--- config.mk ---
export PLATFORM = sky130hd
export DESIGN_NAME = stl_fwd_check
export DESIGN_NICKNAME = d
export VERILOG_FILES = /design/src/rtl/stl_fwd_pkg.sv /design/src/rtl/stl_range_cmp.sv /design/src/rtl/stl_young_pick.sv /design/src/rtl/stl_fwd_check.sv
export SDC_FILE = /design/constraint.sdc
export NUM_CORES = 2
export LEC_CHECK = 0
export BUFFER_PORTS_ARGS = -buffer_cell sky130_fd_sc_hd__buf_2
export CAP_MARGIN = 20
export CORE_AREA = 2 2 533 535
export DETAILED_ROUTE_END_ITERATION = 7
export DIE_AREA = 0 0 535 537
export PLACE_DENSITY = 0.39
export SLEW_MARGIN = 30
export SYNTH_ARGS = -nofsm -noshare
export SYNTH_HDL_FRONTEND = slang
export SYNTH_SLANG_ARGS = --single-unit
--- constraint.sdc ---
create_clock -name clk_i -period 0.8 [get_ports clk_i]
set_input_delay 0.04 -clock clk_i [delete_from_list [all_inputs] [get_ports clk_i]]
set_output_delay 0.04 -clock clk_i [all_outputs]
set_load 0.02 [all_outputs]
--- src/rtl/stl_fwd_pkg.sv ---
package stl_fwd_pkg;
  typedef enum logic [1:0] {
    RES_CLEAR = 2'b00,
    RES_FWD   = 2'b01,
    RES_STALL = 2'b10
  } chk_res_e;

  function automatic logic [3:0] size_bytes(input logic [1:0] code);
    return 4'd1 << code;
  endfunction
endpackage

--- src/rtl/stl_range_cmp.sv ---
module stl_range_cmp #(
  parameter int AW = 32
) (
  input  logic [AW-1:0] a_addr_i,
  input  logic [1:0]    a_size_i,
  input  logic [AW-1:0] b_addr_i,
  input  logic [1:0]    b_size_i,
  output logic          overlap_o,
  output logic          exact_o
);
  import stl_fwd_pkg::*;
  localparam int EW = AW + 1;

  logic [EW-1:0] a_beg, b_beg, a_end, b_end;

  // one extra bit so ranges near the top do not wrap
  always_comb begin
    a_beg = {1'b0, a_addr_i};
    b_beg = {1'b0, b_addr_i};
    a_end = a_beg + EW'(size_bytes(a_size_i));
    b_end = b_beg + EW'(size_bytes(b_size_i));
  end

  assign overlap_o = (a_beg < b_end) && (b_beg < a_end);
  assign exact_o   = (a_addr_i == b_addr_i) && (a_size_i == b_size_i);
endmodule

--- src/rtl/stl_young_pick.sv ---
module stl_young_pick #(
  parameter int N     = 8,
  parameter int AGE_W = 5,
  parameter int IW    = $clog2(N)
) (
  input  logic [N-1:0]       hit_i,
  input  logic [N*AGE_W-1:0] dist_i,
  output logic               found_o,
  output logic [IW-1:0]      idx_o
);
  logic [AGE_W-1:0] best;

  // smallest age distance = youngest older store
  always_comb begin
    found_o = 1'b0;
    idx_o   = '0;
    best    = '1;
    for (int i = 0; i < N; i++) begin
      if (hit_i[i] && (!found_o || dist_i[i*AGE_W +: AGE_W] < best)) begin
        found_o = 1'b1;
        idx_o   = IW'(i);
        best    = dist_i[i*AGE_W +: AGE_W];
      end
    end
  end
endmodule

--- src/rtl/stl_fwd_check.sv ---
module stl_fwd_check #(
  parameter int QD    = 8,
  parameter int SD    = 4,
  parameter int AW    = 32,
  parameter int DW    = 64,
  parameter int AGE_W = 5,
  localparam int QIW   = $clog2(QD),
  localparam int SIW   = $clog2(SD),
  localparam int IDX_W = (QIW > SIW) ? QIW : SIW
) (
  input  logic                clk_i,
  input  logic                rst_ni,
  input  logic                rc_mode_i,
  input  logic                ld_valid_i,
  input  logic [AW-1:0]       ld_addr_i,
  input  logic [1:0]          ld_size_i,
  input  logic [AGE_W-1:0]    ld_age_i,
  input  logic [QD-1:0]       q_valid_i,
  input  logic [QD-1:0]       q_addr_known_i,
  input  logic [QD*AW-1:0]    q_addr_i,
  input  logic [QD*2-1:0]     q_size_i,
  input  logic [QD*AGE_W-1:0] q_age_i,
  input  logic [QD*DW-1:0]    q_data_i,
  input  logic [SD-1:0]       sb_valid_i,
  input  logic [SD*AW-1:0]    sb_addr_i,
  input  logic [SD*2-1:0]     sb_size_i,
  input  logic [SD*AGE_W-1:0] sb_age_i,
  input  logic [SD*DW-1:0]    sb_data_i,
  output logic [1:0]          res_o,
  output logic [DW-1:0]       fwd_data_o,
  output logic                fwd_src_sb_o,
  output logic [IDX_W-1:0]    fwd_idx_o,
  output logic                cache_issue_o
);
  import stl_fwd_pkg::*;

  logic [QD-1:0]       q_hit, q_exact;
  logic [QD*AGE_W-1:0] q_dist;
  logic [DW-1:0]       q_data_a [QD];
  logic [SD-1:0]       s_hit, s_exact;
  logic [SD*AGE_W-1:0] s_dist;
  logic [DW-1:0]       s_data_a [SD];

  for (genvar i = 0; i < QD; i++) begin : g_q
    logic ov, ex, older;
    logic [AGE_W-1:0] d;
    stl_range_cmp #(.AW(AW)) u_cmp (
      .a_addr_i (ld_addr_i),
      .a_size_i (ld_size_i),
      .b_addr_i (q_addr_i[i*AW +: AW]),
      .b_size_i (q_size_i[i*2 +: 2]),
      .overlap_o(ov),
      .exact_o  (ex)
    );
    assign d     = ld_age_i - q_age_i[i*AGE_W +: AGE_W];
    assign older = (d != '0) && !d[AGE_W-1];
    // unknown address counts as a possible overlap
    assign q_hit[i]   = q_valid_i[i] && older && (!q_addr_known_i[i] || ov);
    assign q_exact[i] = q_addr_known_i[i] && ex;
    assign q_dist[i*AGE_W +: AGE_W] = d;
    assign q_data_a[i] = q_data_i[i*DW +: DW];
  end

  for (genvar j = 0; j < SD; j++) begin : g_sb
    logic ov, ex;
    stl_range_cmp #(.AW(AW)) u_cmp (
      .a_addr_i (ld_addr_i),
      .a_size_i (ld_size_i),
      .b_addr_i (sb_addr_i[j*AW +: AW]),
      .b_size_i (sb_size_i[j*2 +: 2]),
      .overlap_o(ov),
      .exact_o  (ex)
    );
    assign s_hit[j]   = rc_mode_i && sb_valid_i[j] && ov;
    assign s_exact[j] = ex;
    assign s_dist[j*AGE_W +: AGE_W] = ld_age_i - sb_age_i[j*AGE_W +: AGE_W];
    assign s_data_a[j] = sb_data_i[j*DW +: DW];
  end

  logic           q_found, s_found;
  logic [QIW-1:0] q_idx;
  logic [SIW-1:0] s_idx;

  stl_young_pick #(.N(QD), .AGE_W(AGE_W), .IW(QIW)) u_qpick (
    .hit_i  (q_hit),
    .dist_i (q_dist),
    .found_o(q_found),
    .idx_o  (q_idx)
  );

  stl_young_pick #(.N(SD), .AGE_W(AGE_W), .IW(SIW)) u_spick (
    .hit_i  (s_hit),
    .dist_i (s_dist),
    .found_o(s_found),
    .idx_o  (s_idx)
  );

  chk_res_e         n_res;
  logic [DW-1:0]    n_data;
  logic             n_sb, n_ci;
  logic [IDX_W-1:0] n_idx;

  // queue stores are always younger than buffer stores, so queue decides first
  always_comb begin
    n_res  = RES_CLEAR;
    n_data = '0;
    n_sb   = 1'b0;
    n_idx  = '0;
    n_ci   = 1'b0;
    if (ld_valid_i) begin
      if (q_found) begin
        if (q_exact[q_idx]) begin
          n_res  = RES_FWD;
          n_data = q_data_a[q_idx];
          n_idx  = IDX_W'(q_idx);
        end else begin
          n_res = RES_STALL;
        end
      end else if (s_found) begin
        if (s_exact[s_idx]) begin
          n_res  = RES_FWD;
          n_data = s_data_a[s_idx];
          n_sb   = 1'b1;
          n_idx  = IDX_W'(s_idx);
          n_ci   = 1'b1;
        end else begin
          n_res = RES_STALL;
        end
      end else begin
        n_ci = 1'b1;
      end
    end
  end

  always_ff @(posedge clk_i or negedge rst_ni) begin
    if (!rst_ni) begin
      res_o         <= RES_CLEAR;
      fwd_data_o    <= '0;
      fwd_src_sb_o  <= 1'b0;
      fwd_idx_o     <= '0;
      cache_issue_o <= 1'b0;
    end else begin
      res_o         <= n_res;
      fwd_data_o    <= n_data;
      fwd_src_sb_o  <= n_sb;
      fwd_idx_o     <= n_idx;
      cache_issue_o <= n_ci;
    end
  end
endmodule

==> impl_metrics.sql <==
INSERT INTO impl_metrics (metric_group, metric, value, unit) VALUES
('sta', 'timing.final.ws_setup', '-14.36', 'ns'),
('pwr', 'vdd.ir_drop.worst', '1.32', 'mV'),
('global_routing', 'number_of_global_route_vias_before_repair', '53281', ''),
('finish', 'layout-area-overhead-vs-synth', '64.9', '%'),
('clock_tree', 'cts_tree', 'built', ''),
('synthesis', 'ys_warn_count', '0', ''),
('global_routing', 'grt_overflow', '0', ''),
('finish', 'most-common-layout-cells', 'sky130_fd_sc_hd__buf_4 (1450), sky130_fd_sc_hd__buf_2 (1295), sky130_fd_sc_hd__ha_1 (864), sky130_fd_sc_hd__xnor2_1 (413), sky130_fd_sc_hd__xor2_1 (402)', ''),
('sta', 'min_clock_period_post_route', '15.16', 'ns'),
('drt', 'detail-route-antenna-nets', '0', ''),
('global_routing', 'wire_length_of_the_first_global_routing_pass', '513000', 'um'),
('synthesis', 'post_synth.cell_area_avg', '8.09', 'sq um'),
('drt', 'drt_iter0_markers', '4496', ''),
('finish', 'sequential_cell_area', '0.00179', 'sq mm'),
('critical_path', 'worst-setup-path-type', 'in2reg', ''),
('finish', 'multi_input_area', '0.0393', 'sq mm'),
('drt', 'vias', '54622', ''),
('floorplanning', 'design.die.area', '0.287', 'sq mm'),
('floorplanning', 'die_width', '535', 'um'),
('clock_tree', 'cts.sink_count', '71', ''),
('floorplanning', 'initial_core_util', '14.6', '%'),
('drt', 'routed_wirelength', '397000', 'um'),
('critical_path', 'worstSetupStartpoint', 'q_size_i[1]', ''),
('critical_path', 'arrival', '15.45', 'ns'),
('finish', 'final_layout_size_suffix_gt1_share', '42.1', '%'),
('synthesis', 'number_of_enable_type_register_cells_in_the_synthesized_netlist', '0', ''),
('pwr', 'finalPower', '102000', 'uW'),
('clock_tree', 'clock_pin_slew_on_the_worst_setup_and_hold_paths', '0.08', 'ns'),
('hold_path', 'hold_path_class', 'in2reg', ''),
('synthesis', 'synthDistinctLibCells', '94', ''),
('drt', 'number_of_design_rule_violations_left_after_detail_routing', '0', ''),
('drt', 'routedWlPerCell', '33.7', 'um'),
('sta', 'worst_slew_margin_rel', '28.2', '%'),
('pwr', 'static-leakage-power', '0.0322', 'uW'),
('job', 'maxCapViolations', '0', ''),
('sta', 'unrepaired_setup_endpoints_after_global_routing', 'true', ''),
('critical_path', 'cp_slowest_cell', 'sky130_fd_sc_hd__a2111o_1', ''),
('placement', 'placer_s_final_routability_congestion_estimate', '1.01', ''),
('drt', 'viasPerCell', '4.63', ''),
('critical_path', 'setup.worst_path.end', 'fwd_data_o[28]', ''),
('floorplanning', 'chipHeight', '537', 'um'),
('finish', 'number_of_nets_in_the_layout', '10053', ''),
('sta', 'finalMaxSlewViolations', '0', ''),
('clock_tree', 'max-clock-path-buffers', '2', ''),
('finish', 'mostFrequentLayoutCell', 'sky130_fd_sc_hd__buf_4', ''),
('clock_tree', 'clockRootBuffer', 'sky130_fd_sc_hd__clkbuf_16', ''),
('synthesis', 'post_synth_inst_count', '5090', ''),
('critical_path', 'critical_path.endpoint_type', 'flip-flop', ''),
('floorplanning', 'ioPinCount', '1370', ''),
('floorplanning', 'core_area', '0.281', 'sq mm'),
('run_status', 'violations', 'negative setup slack', ''),
('sta', 'tightest_slew', '1.06', 'ns'),
('sta', 'post-route-period-util', '1900', '%'),
('clock_tree', 'clock_tree.htree_level_count', '3', ''),
('synthesis', 'synthesis.nets', '7298', ''),
('placement', 'dpl.hpwl', '359000', 'um'),
('synthesis', 'synth.yosys.seq_area_share', '4.31', '%'),
('global_routing', 'pin_count_of_the_biggest_net_entering_global_routing', '84', ''),
('sta', 'finalSetupViolations', '142', ''),
('floorplanning', 'placementRows', '195', ''),
('critical_path', 'start_kind', 'primary input', ''),
('synthesis', 'netlist_area', '0.0412', 'sq mm'),
('global_routing', 'grt_antenna_before_repair', '309', ''),
('sta', 'tns', '-1012.94', 'ns'),
('finish', 'fill_cells', '31237', ''),
('synthesis', 'postSynthRegisterBits', '71', ''),
('pwr', 'powerDensity', '1500', 'mW/mm^2'),
('run_status', 'run_status', 'complete, but fails checks', ''),
('critical_path', 'cpMostUsedCell', 'sky130_fd_sc_hd__a21o_1', ''),
('synthesis', 'synthFlopType', 'sky130_fd_sc_hd__dfrtp_1', ''),
('critical_path', 'cp_max_fo', '23', ''),
('global_routing', 'globalRouteTotalUtil', '26.5', '%'),
('drt', 'first_pass_iters', '6', ''),
('critical_path', 'cp.required', '1.09', 'ns'),
('sta', 'timing.fmax', '66.0', 'MHz'),
('critical_path', 'timing.critical_path.slowest_cell_delay', '0.39', 'ns'),
('sta', 'hold_viol', '0', ''),
('placement', 'buffer_ports.inserted', '1369', ''),
('synthesis', 'async_reset_ff_share', '100', '%'),
('clock_tree', 'tritoncts.num_buffers', '9', '');
registers in the layout (all words and copies together) (netlist names):
signal         count
cache_issue_o      1
fwd_data_o        64
fwd_idx_o          3
fwd_src_sb_o       1
res_o              2
power by group:
part / leakage (uW) / internal (uW) / switching [uW]
clock: 0.000128 / 2070 / 2200
combinational: 0.0311 / 44900 / 46700
sequential: 0.000954 / 4850 / 1440
layer usage:
layer / global-route usage (%) / part of all wire [%] / vias up
li1: - / - / 25146
met1: 30.9 / 39 / 26346
met2: 44.9 / 47 / 2289
met3: 6.28 / 6.9 / 699
met4: 14.0 / 6.3 / 142
met5: 0 / 0.23 / -
layout make-up:
class / instances / area share (%)
clock inverter: 6 / 0.0571
tap: 3743 / 6.90
antenna: 208 / 0.766
clock buffer: 9 / 0.332
sequential: 71 / 2.64
multi-input combinational: 4662 / 57.9
timing repair buffer: 2956 / 30.6
inverter: 145 / 0.805
cell usage after synthesis, types with 28 or more instances:
master,number,area [sq um]
sky130_fd_sc_hd__ha_1,884,11100
sky130_fd_sc_hd__xnor2_1,428,3750
sky130_fd_sc_hd__xor2_1,418,3660
sky130_fd_sc_hd__a21oi_1,320,1600
sky130_fd_sc_hd__nand2_1,276,1040
sky130_fd_sc_hd__nor2_1,274,1030
sky130_fd_sc_hd__nand4_1,199,1240
sky130_fd_sc_hd__a21o_1,190,1430
sky130_fd_sc_hd__nand3_1,190,951
sky130_fd_sc_hd__o21ai_0,157,786
sky130_fd_sc_hd__inv_1,145,544
sky130_fd_sc_hd__a221o_1,128,1280
sky130_fd_sc_hd__clkbuf_1,121,454
sky130_fd_sc_hd__a211oi_1,107,803
sky130_fd_sc_hd__nor2b_1,85,532
sky130_fd_sc_hd__mux2i_1,78,781
sky130_fd_sc_hd__and3_1,75,469
sky130_fd_sc_hd__dfrtp_1,71,1780
sky130_fd_sc_hd__nor4_1,69,432
sky130_fd_sc_hd__o22ai_1,68,425
sky130_fd_sc_hd__mux2_2,64,721
sky130_fd_sc_hd__a222oi_1,63,631
sky130_fd_sc_hd__nor3_1,61,305
sky130_fd_sc_hd__mux2_4,43,646
sky130_fd_sc_hd__nand2b_1,42,263
sky130_fd_sc_hd__buf_2,39,195
sky130_fd_sc_hd__and4_1,38,333
sky130_fd_sc_hd__o21a_1,37,278
sky130_fd_sc_hd__buf_1,35,131
sky130_fd_sc_hd__mux2_1,32,360
sky130_fd_sc_hd__and2_1,29,181
sky130_fd_sc_hd__o211ai_1,28,210
stage by stage:
stage          hold WS (ns)  utilization [%]  instance area, sq um  setup slack [ns]  std cells
3_3_place_gp         0.0200             22.9                 64400            -15.28      11460
3_5_place_dp         0.0119             22.9                 64400            -15.51      11460
6_report              0.100             24.1                 67900            -14.36      11800
4_1_cts              0.0725             23.7                 66700            -14.25      11559
2_1_floorplan        -0.256                -                 42100            -13.91       5090
5_1_grt               0.115             24.1                 67700            -15.22      11715
cell families (layout without fill, tap and decap cells):
family | after synthesis | count (layout) | share of synthesized area, %
other cells | 0 | 208 | 0
xor+xnor | 846 | 846 | 18.0
simple gates | 1398 | 1398 | 17.7
fa+ha+maj | 909 | 909 | 28.1
compound gates | 1292 | 1292 | 22.2
buf+inv | 357 | 3116 | 3.66
flops | 71 | 71 | 4.31
mux | 217 | 217 | 6.09
what timing repair did:
action                     4_1_cts  5_1_grt
hold buffers                     2        0
buffers inserted                67       30
gates cloned                    15        8
pin swaps                       98      116
setup endpoints to repair      142      142
gates resized for setup        286       81
hold endpoints to repair        73        0
critical path: cells and delay by family:
family                     cells  cell delay (ns)
adders and majority gates     10             2.27
AOI/OAI and AO/OA             51             8.53
muxes                          3             0.83
and+or+nand+nor               11             1.64
xor gates and xnor gates       1             0.14
buffers and inverters         14             1.90
worst min path at each step:
stage	startpoint	endpoint	slack, ns	cells past startpoint
4_1_cts	q_data_i[3]	fwd_data_o[3]	0.07	4
6_report	q_data_i[259]	fwd_data_o[3]	0.10	4
3_5_place_dp	rst_ni	fwd_data_o[53]	0.01	1
2_1_floorplan	rst_ni	cache_issue_o	-0.26	0
5_1_grt	q_data_i[349]	fwd_data_o[29]	0.11	4
3_3_place_gp	rst_ni	fwd_data_o[53]	0.02	1
Note: power is estimated with default switching activity, not from simulation.
